--- config.mk ---
export PLATFORM = sky130hd
export DESIGN_NAME = xlat_buf
export DESIGN_NICKNAME = d
export VERILOG_FILES = /design/src/rtl/xlat_pkg.sv /design/src/rtl/xlat_store.sv /design/src/rtl/xlat_victim.sv /design/src/rtl/xlat_match.sv /design/src/rtl/xlat_buf.sv
export SDC_FILE = /design/constraint.sdc
export NUM_CORES = 1
export LEC_CHECK = 0
export CORE_MARGIN = 4
export CORE_UTILIZATION = 57
export CTS_CLUSTER_DIAMETER = 80
export DETAILED_ROUTE_END_ITERATION = 10
export HOLD_SLACK_MARGIN = 0.06
export PLACE_DENSITY = 0.73
export SLEW_MARGIN = 10
export SYNTH_ARGS = -nofsm -noshare
export SYNTH_HDL_FRONTEND = slang
export SYNTH_SLANG_ARGS = --single-unit
--- constraint.sdc ---
create_clock -name clk -period 8.92 [get_ports clk]
set_input_delay 0.892 -clock clk [delete_from_list [all_inputs] [get_ports clk]]
set_output_delay 0.892 -clock clk [all_outputs]
set_load 0.1 [all_outputs]
--- src/rtl/xlat_pkg.sv ---
package xlat_pkg;
  localparam int DEF_VA_W  = 14;
  localparam int DEF_PA_W  = 12;
  localparam int DEF_OFF_W = 6;
  localparam int DEF_SETS  = 4;
  localparam int DEF_WAYS  = 4;
endpackage

--- src/rtl/xlat_store.sv ---
module xlat_store #(
  parameter int SETS  = 4,
  parameter int WAYS  = 4,
  parameter int TAG_W = 6,
  parameter int PPN_W = 6,
  localparam int IDX_W = $clog2(SETS),
  localparam int WAY_W = $clog2(WAYS)
) (
  input  logic                   clk,
  input  logic                   rst_n,
  input  logic                   flush,
  input  logic                   wr_en,
  input  logic [IDX_W-1:0]       wr_set,
  input  logic [WAY_W-1:0]       wr_way,
  input  logic [TAG_W-1:0]       wr_tag,
  input  logic [PPN_W-1:0]       wr_ppn,
  input  logic                   wr_val,
  input  logic [IDX_W-1:0]       rd_set,
  output logic [WAYS*TAG_W-1:0]  rd_tags,
  output logic [WAYS*PPN_W-1:0]  rd_ppns,
  output logic [WAYS-1:0]        rd_vals,
  output logic [WAYS-1:0]        wr_set_vals
);
  localparam int ROW_T = WAYS*TAG_W;
  localparam int ROW_P = WAYS*PPN_W;

  logic [SETS*WAYS-1:0]  val_all;
  logic [SETS*ROW_T-1:0] tag_all;
  logic [SETS*ROW_P-1:0] ppn_all;
  logic [SETS-1:0]       set_busy;

  for (genvar s = 0; s < SETS; s++) begin : g_set
    logic [WAYS-1:0]  val_q;
    logic [ROW_T-1:0] tag_q;
    logic [ROW_P-1:0] ppn_q;
    logic             sel;

    assign sel = wr_en && !flush && (wr_set == IDX_W'(s));

    always_ff @(posedge clk) begin
      if (!rst_n)      val_q <= '0;
      else if (flush)  val_q <= '0;
      else if (sel)    val_q[wr_way] <= wr_val;
    end

    always_ff @(posedge clk) begin
      if (sel) begin
        tag_q[wr_way*TAG_W +: TAG_W] <= wr_tag;
        ppn_q[wr_way*PPN_W +: PPN_W] <= wr_ppn;
      end
    end

    assign val_all[s*WAYS +: WAYS]   = val_q;
    assign tag_all[s*ROW_T +: ROW_T] = tag_q;
    assign ppn_all[s*ROW_P +: ROW_P] = ppn_q;
    assign set_busy[s]               = |val_q;
  end

  assign rd_tags     = tag_all[rd_set*ROW_T +: ROW_T];
  assign rd_ppns     = ppn_all[rd_set*ROW_P +: ROW_P];
  assign rd_vals     = val_all[rd_set*WAYS +: WAYS];
  assign wr_set_vals = val_all[wr_set*WAYS +: WAYS];

  // a flush leaves no valid entry anywhere on the next cycle
  a_r9_flush_empties: assert property (@(posedge clk) disable iff (!rst_n)
    flush |=> (set_busy == '0));
endmodule

--- src/rtl/xlat_victim.sv ---
module xlat_victim #(
  parameter int SETS = 4,
  parameter int WAYS = 4,
  localparam int IDX_W = $clog2(SETS),
  localparam int WAY_W = $clog2(WAYS)
) (
  input  logic             clk,
  input  logic             rst_n,
  input  logic             fill_go,
  input  logic [IDX_W-1:0] fill_set,
  input  logic [WAYS-1:0]  set_vals,
  output logic [WAY_W-1:0] way
);
  logic [SETS*WAY_W-1:0] ptr_all;
  logic [WAY_W-1:0]      pick;
  logic                  free_found;

  always_comb begin
    free_found = 1'b0;
    pick       = ptr_all[fill_set*WAY_W +: WAY_W];
    for (int w = WAYS-1; w >= 0; w--) begin
      if (!set_vals[w]) begin
        pick       = WAY_W'(w);
        free_found = 1'b1;
      end
    end
  end

  assign way = pick;

  for (genvar s = 0; s < SETS; s++) begin : g_ptr
    logic [WAY_W-1:0] ptr_q;
    always_ff @(posedge clk) begin
      if (!rst_n)
        ptr_q <= '0;
      else if (fill_go && !free_found && (fill_set == IDX_W'(s)))
        ptr_q <= ptr_q + 1'b1;
    end
    assign ptr_all[s*WAY_W +: WAY_W] = ptr_q;
  end

  // with a free way present, a fill never lands on an occupied one
  a_r6_free_way_first: assert property (@(posedge clk) disable iff (!rst_n)
    (fill_go && !(&set_vals)) |-> !set_vals[way]);
endmodule

--- src/rtl/xlat_match.sv ---
module xlat_match #(
  parameter int WAYS  = 4,
  parameter int TAG_W = 6,
  parameter int PPN_W = 6
) (
  input  logic                  clk,
  input  logic                  rst_n,
  input  logic [TAG_W-1:0]      tag,
  input  logic [WAYS*TAG_W-1:0] tags,
  input  logic [WAYS*PPN_W-1:0] ppns,
  input  logic [WAYS-1:0]       vals,
  output logic                  hit,
  output logic [PPN_W-1:0]      ppn
);
  logic [WAYS-1:0] hit_vec;

  for (genvar w = 0; w < WAYS; w++) begin : g_cmp
    assign hit_vec[w] = vals[w] && (tags[w*TAG_W +: TAG_W] == tag);
  end

  always_comb begin
    ppn = '0;
    for (int w = 0; w < WAYS; w++)
      if (hit_vec[w]) ppn = ppn | ppns[w*PPN_W +: PPN_W];
  end

  assign hit = |hit_vec;

  // never more than one way of the indexed set matches
  a_r11_single_match: assert property (@(posedge clk) disable iff (!rst_n)
    $onehot0(hit_vec));
endmodule

--- src/rtl/xlat_buf.sv ---
module xlat_buf
  import xlat_pkg::*;
#(
  parameter int VA_W  = DEF_VA_W,
  parameter int PA_W  = DEF_PA_W,
  parameter int OFF_W = DEF_OFF_W,
  parameter int SETS  = DEF_SETS,
  parameter int WAYS  = DEF_WAYS,
  localparam int IDX_W = $clog2(SETS),
  localparam int WAY_W = $clog2(WAYS),
  localparam int VPN_W = VA_W - OFF_W,
  localparam int TAG_W = VPN_W - IDX_W,
  localparam int PPN_W = PA_W - OFF_W
) (
  input  logic             clk,
  input  logic             rst_n,
  input  logic             lk_valid,
  input  logic [VA_W-1:0]  lk_vaddr,
  output logic             res_valid,
  output logic             res_hit,
  output logic [PA_W-1:0]  res_paddr,
  input  logic             fill_en,
  input  logic [IDX_W-1:0] fill_set,
  input  logic [TAG_W-1:0] fill_tag,
  input  logic [PPN_W-1:0] fill_ppn,
  input  logic             fill_valid,
  input  logic             flush
);
  logic [OFF_W-1:0]      lk_off;
  logic [IDX_W-1:0]      lk_set;
  logic [TAG_W-1:0]      lk_tag;
  logic [WAYS*TAG_W-1:0] rd_tags;
  logic [WAYS*PPN_W-1:0] rd_ppns;
  logic [WAYS-1:0]       rd_vals;
  logic [WAYS-1:0]       fs_vals;
  logic [WAY_W-1:0]      fill_way;
  logic                  fill_go;
  logic                  m_hit;
  logic [PPN_W-1:0]      m_ppn;

  assign lk_off  = lk_vaddr[OFF_W-1:0];
  assign lk_set  = lk_vaddr[OFF_W +: IDX_W];
  assign lk_tag  = lk_vaddr[VA_W-1 -: TAG_W];
  assign fill_go = fill_en && !flush;

  xlat_store #(.SETS(SETS), .WAYS(WAYS), .TAG_W(TAG_W), .PPN_W(PPN_W)) u_store (
    .clk(clk), .rst_n(rst_n), .flush(flush),
    .wr_en(fill_go), .wr_set(fill_set), .wr_way(fill_way),
    .wr_tag(fill_tag), .wr_ppn(fill_ppn), .wr_val(fill_valid),
    .rd_set(lk_set), .rd_tags(rd_tags), .rd_ppns(rd_ppns), .rd_vals(rd_vals),
    .wr_set_vals(fs_vals)
  );

  xlat_victim #(.SETS(SETS), .WAYS(WAYS)) u_victim (
    .clk(clk), .rst_n(rst_n), .fill_go(fill_go), .fill_set(fill_set),
    .set_vals(fs_vals), .way(fill_way)
  );

  xlat_match #(.WAYS(WAYS), .TAG_W(TAG_W), .PPN_W(PPN_W)) u_match (
    .clk(clk), .rst_n(rst_n), .tag(lk_tag), .tags(rd_tags), .ppns(rd_ppns),
    .vals(rd_vals), .hit(m_hit), .ppn(m_ppn)
  );

  always_ff @(posedge clk) begin
    if (!rst_n) begin
      res_valid <= 1'b0;
      res_hit   <= 1'b0;
      res_paddr <= '0;
    end else begin
      res_valid <= lk_valid;
      res_hit   <= lk_valid && m_hit;
      res_paddr <= (lk_valid && m_hit) ? {m_ppn, lk_off} : '0;
    end
  end

  // one result strobe per lookup, exactly one cycle later
  a_r2_result_timing: assert property (@(posedge clk) disable iff (!rst_n)
    $past(rst_n) |-> (res_valid == $past(lk_valid)));
  // a miss drives a zero address
  a_r5_miss_zero: assert property (@(posedge clk) disable iff (!rst_n)
    !res_hit |-> (res_paddr == '0));
  // a hit keeps the page offset of the address that was looked up
  a_r4_offset_kept: assert property (@(posedge clk) disable iff (!rst_n)
    res_hit |-> (res_paddr[OFF_W-1:0] == $past(lk_vaddr[OFF_W-1:0])));
endmodule

==> results.md <==
* Status: completed
* Num CTS Buffers at 24
* RSZ-0062 raised after global routing: no
* WP buf/inv at 1
* WHS Endpoint: u_store.g_set[3].val_q[1]
* Crit path depth at 11
* Hold Vio Cnt, Final at 0
* Syn_nets at 669
* Final worst-path setup slack at 3.82 ns
* Total track usage at 24.5%
* Pwr dens at 200 nW/um^2
* CP max FO at 22
* Pre-CTS WS at 3.37 ns
* Reg2Reg Setup Slack at 4.86 ns
* Final min period at 5.10 ns
* Worst vdd ir at 0.000175 V
* Slew Viols, Final at 0
* Worst path cell trace: clkdlybuf4s50_1 > mux4_2 > nand2b_4 > a21boi_2 > nand2b_1 > ha_1 > nor3_1 > nand2_1 > nor2_1 > a22oi_1 > o2bb2ai_1
* Critical path's slowest cell: clkdlybuf4s50_1
* Cell count after synthesis at 627
* Unique masters post-synth at 41
* Synth Register Bits at 230
* Post-route DRC violation count at 0
* Hold Crit Depth at 2
* Clock transition at path regs at 0.06 ns
* Filler Cell Count at 1169
* Slew @ Worst Pin at 0.977 ns
* Core Region at 17300 sq um
* Total number of vias at 5819
* Most used routing layer: met2
* Post-CTS Hold Buffers at 0
* GR Overflow Total at 0
* Met3 Usage GRT at 4.78%
* Global routing met1 resource utilization at 33.0%
* Highest-count cells in the layout ignoring fill and taps: 192 x edfxtp_1, 55 x nor2_1, 50 x mux4_2
* Setup TNS at 0 ns
* CP required at 9.20 ns
* Antenna violations before repair at 0
* Worst hold start: u_store.g_set[3].val_q[1]
* Worst Setup End Kind: register
* Post-synth EDFFs at 192
* GP Congestion at 0.952
* Maxcap violations at 0
* Top FF cell, synth: edfxtp_1
* Clk root buf: clkbuf_16
* Total Nets Final at 711
* CTS tree: yes
* # port buffers at 47
* Post-CTS Resized at 0
* Placed insts at 868
* DIE AREA at 19900 sq um
* RR Endpoint: u_store.g_set[0].ppn_q[11]
* H-tree Lvls at 1
* Share of layout cells above drive strength 1 at 17.3%
* Pleak at 3.52 nW
* R2R depth at 10
* Row count at 48
* WP data arrival at 5.39 ns
* HPWL after DPL at 16.6 mm
* Pre-antenna DRT Iters at 5
* Num ports at 48
* CP delay by family, top: simple AND/OR/NAND/NOR gates
* Initial Util at 58.3%
* Worst setup path class: in2reg
* Hold Crit Class: reg2reg
* Achievable Freq at 0.196 GHz
* Largest net degree at the start of global routing at 61
* Area grow syn2layout at 14.6%
* Startpoint Class: primary input
* Clk buf depth at 3
* Setup violators final at 0
* Ant. Diodes at 0
* First-pass GRT wire length at 36.2 mm
* Final Skew at 0.0124 ns
* Die X at 141 um
* Total power at 2.31 mW
* Vias/cell at 6.38
* Final Cycle Share at 57.2%
* Mapped cell area at 10100 sq um
* Clk Latency, worst-skew pair at 0.51 ns
* Sink Count at 230
* GR Util met2 at 41.2%
* Die Y-Extent at 141 um
* DR WL/cell at 26.2 um
* Max-slew headroom at 34.6%
* Ys Warns at 0
* Vias in the first global route at 5959
* Post-CTS setup buffers at 0
* Finished Layout Cells at 912
* Antenna Violating Nets Remaining at 0
* Final core area utilization at 66.8%
* Commonest non-fill, non-tap cell in the layout: edfxtp_1
* Crit-path max cell delay at 0.88 ns
* Post-synthesis async set-or-reset flop share at 0%
* RR Startpoint: u_victim.g_ptr[0].ptr_q[0]
* Total Wirelength at 23.9 mm
* Seq/Total Area, Yosys at 64.7%
* Mean post-synth cell area at 16.1 sq um
* Iter 0 DRT Violations at 634
## synth_stat cells (2+ instances only)
cell / n / area [sq um]
xnor2_1: 24 / 210
and2_1: 41 / 257
nand3_1: 5 / 25.0
a2bb2oi_1: 6 / 52.6
mux4_2: 50 / 1130
edfxtp_1: 192 / 5770
a21oi_1: 7 / 35.0
buf_1: 5 / 18.8
inv_1: 8 / 30.0
nor3_4: 3 / 48.8
nor3_2: 5 / 50.1
o21a_1: 2 / 15.0
nand2_1: 11 / 41.3
o2bb2ai_1: 24 / 210
buf_6: 5 / 56.3
nor3_1: 3 / 15.0
or2_2: 2 / 12.5
nor3b_1: 2 / 15.0
nor2_1: 55 / 206
dfxtp_1: 38 / 761
a22oi_1: 25 / 188
buf_4: 2 / 15.0
nand3b_1: 2 / 15.0
clkbuf_1: 13 / 48.8
buf_2: 12 / 60.1
ha_1: 8 / 100
xor2_1: 13 / 114
mux2i_1: 35 / 350
mux2_2: 5 / 56.3
nand4_1: 5 / 31.3
a32oi_1: 4 / 35.0
nand2b_1: 5 / 31.3
inv_2: 2 / 7.51
## registers in the layout, indices dropped and copies added (netlist names)
| signal | flops |
|---|---|
| res_valid | 1 |
| res_paddr | 12 |
| u_store.g_set.tag_q | 96 |
| u_store.g_set.val_q | 16 |
| u_victim.g_ptr.ptr_q | 8 |
| res_hit | 1 |
| u_store.g_set.ppn_q | 96 |
## final cells by class
| type | count | area [sq um] | area share (%) |
|---|---|---|---|
| multi-input combinational | 350 | 3340 | 28.9 |
| inverter | 10 | 37.5 | 0.325 |
| tap | 225 | 282 | 2.44 |
| sequential | 230 | 6530 | 56.5 |
| clock buffer | 33 | 727 | 6.29 |
| timing repair buffer | 53 | 508 | 4.39 |
| clock inverter | 11 | 143 | 1.23 |
## cell families after synthesis
group                      Yosys count  share of synthesized area, %
muxes                               90                          15.2
AOI/OAI and AO/OA                   71                          5.67
DFF                                230                          64.7
buffers and inverters               47                          2.34
xor gates and xnor gates            37                          3.21
adders and majority gates            8                         0.992
and+or+nand+nor                    144                          7.90
## per-layer routing
layer,vias up,share of wire (%)
met5,-,0
met3,55,8.9
li1,2528,-
met4,0,2.6
met2,295,50
met1,2941,39
## power breakdown
group / leakage [nW] / switching, mW / internal [mW]
Sequential: 1.89 / 0.00123 / 1.16
Combinational: 1.22 / 0.0580 / 0.0394
Clock: 0.417 / 0.400 / 0.658
## how the worst max path moves through the flow
stage | from | end | slack [ns]
floorplan | fill_set[1] | u_store.g_set[0].ppn_q[20] | 4.83
global route | fill_set[0] | u_store.g_set[1].tag_q[10] | 3.50
finish | fill_set[0] | u_store.g_set[0].ppn_q[11] | 3.82
detailed placement | fill_set[0] | u_store.g_set[0].tag_q[10] | 3.37
CTS | fill_set[0] | u_store.g_set[3].tag_q[10] | 3.89
global placement | fill_set[0] | u_store.g_set[0].tag_q[11] | 3.65
## worst reg2reg max path: cells and delay by family, from the launching register on
kind                     cells  cell delay [ns]
AO/OA/AOI/OAI                3             0.68
flip-flops                   1             0.35
AND/OR/NAND/NOR              5             1.95
adder cells (fa/ha/maj)      1             0.41
multiplexers                 1             0.46
## through the flow
step | hold WS, ns | area, sq um
after floorplan | 0.443 | 10100
after global placement | 0.470 | 10700
after detailed placement | 0.489 | 10700
after CTS | 0.503 | 11500
after global routing | 0.539 | 11600
final | 0.506 | 11600
(Power assumes the default switching activity.)
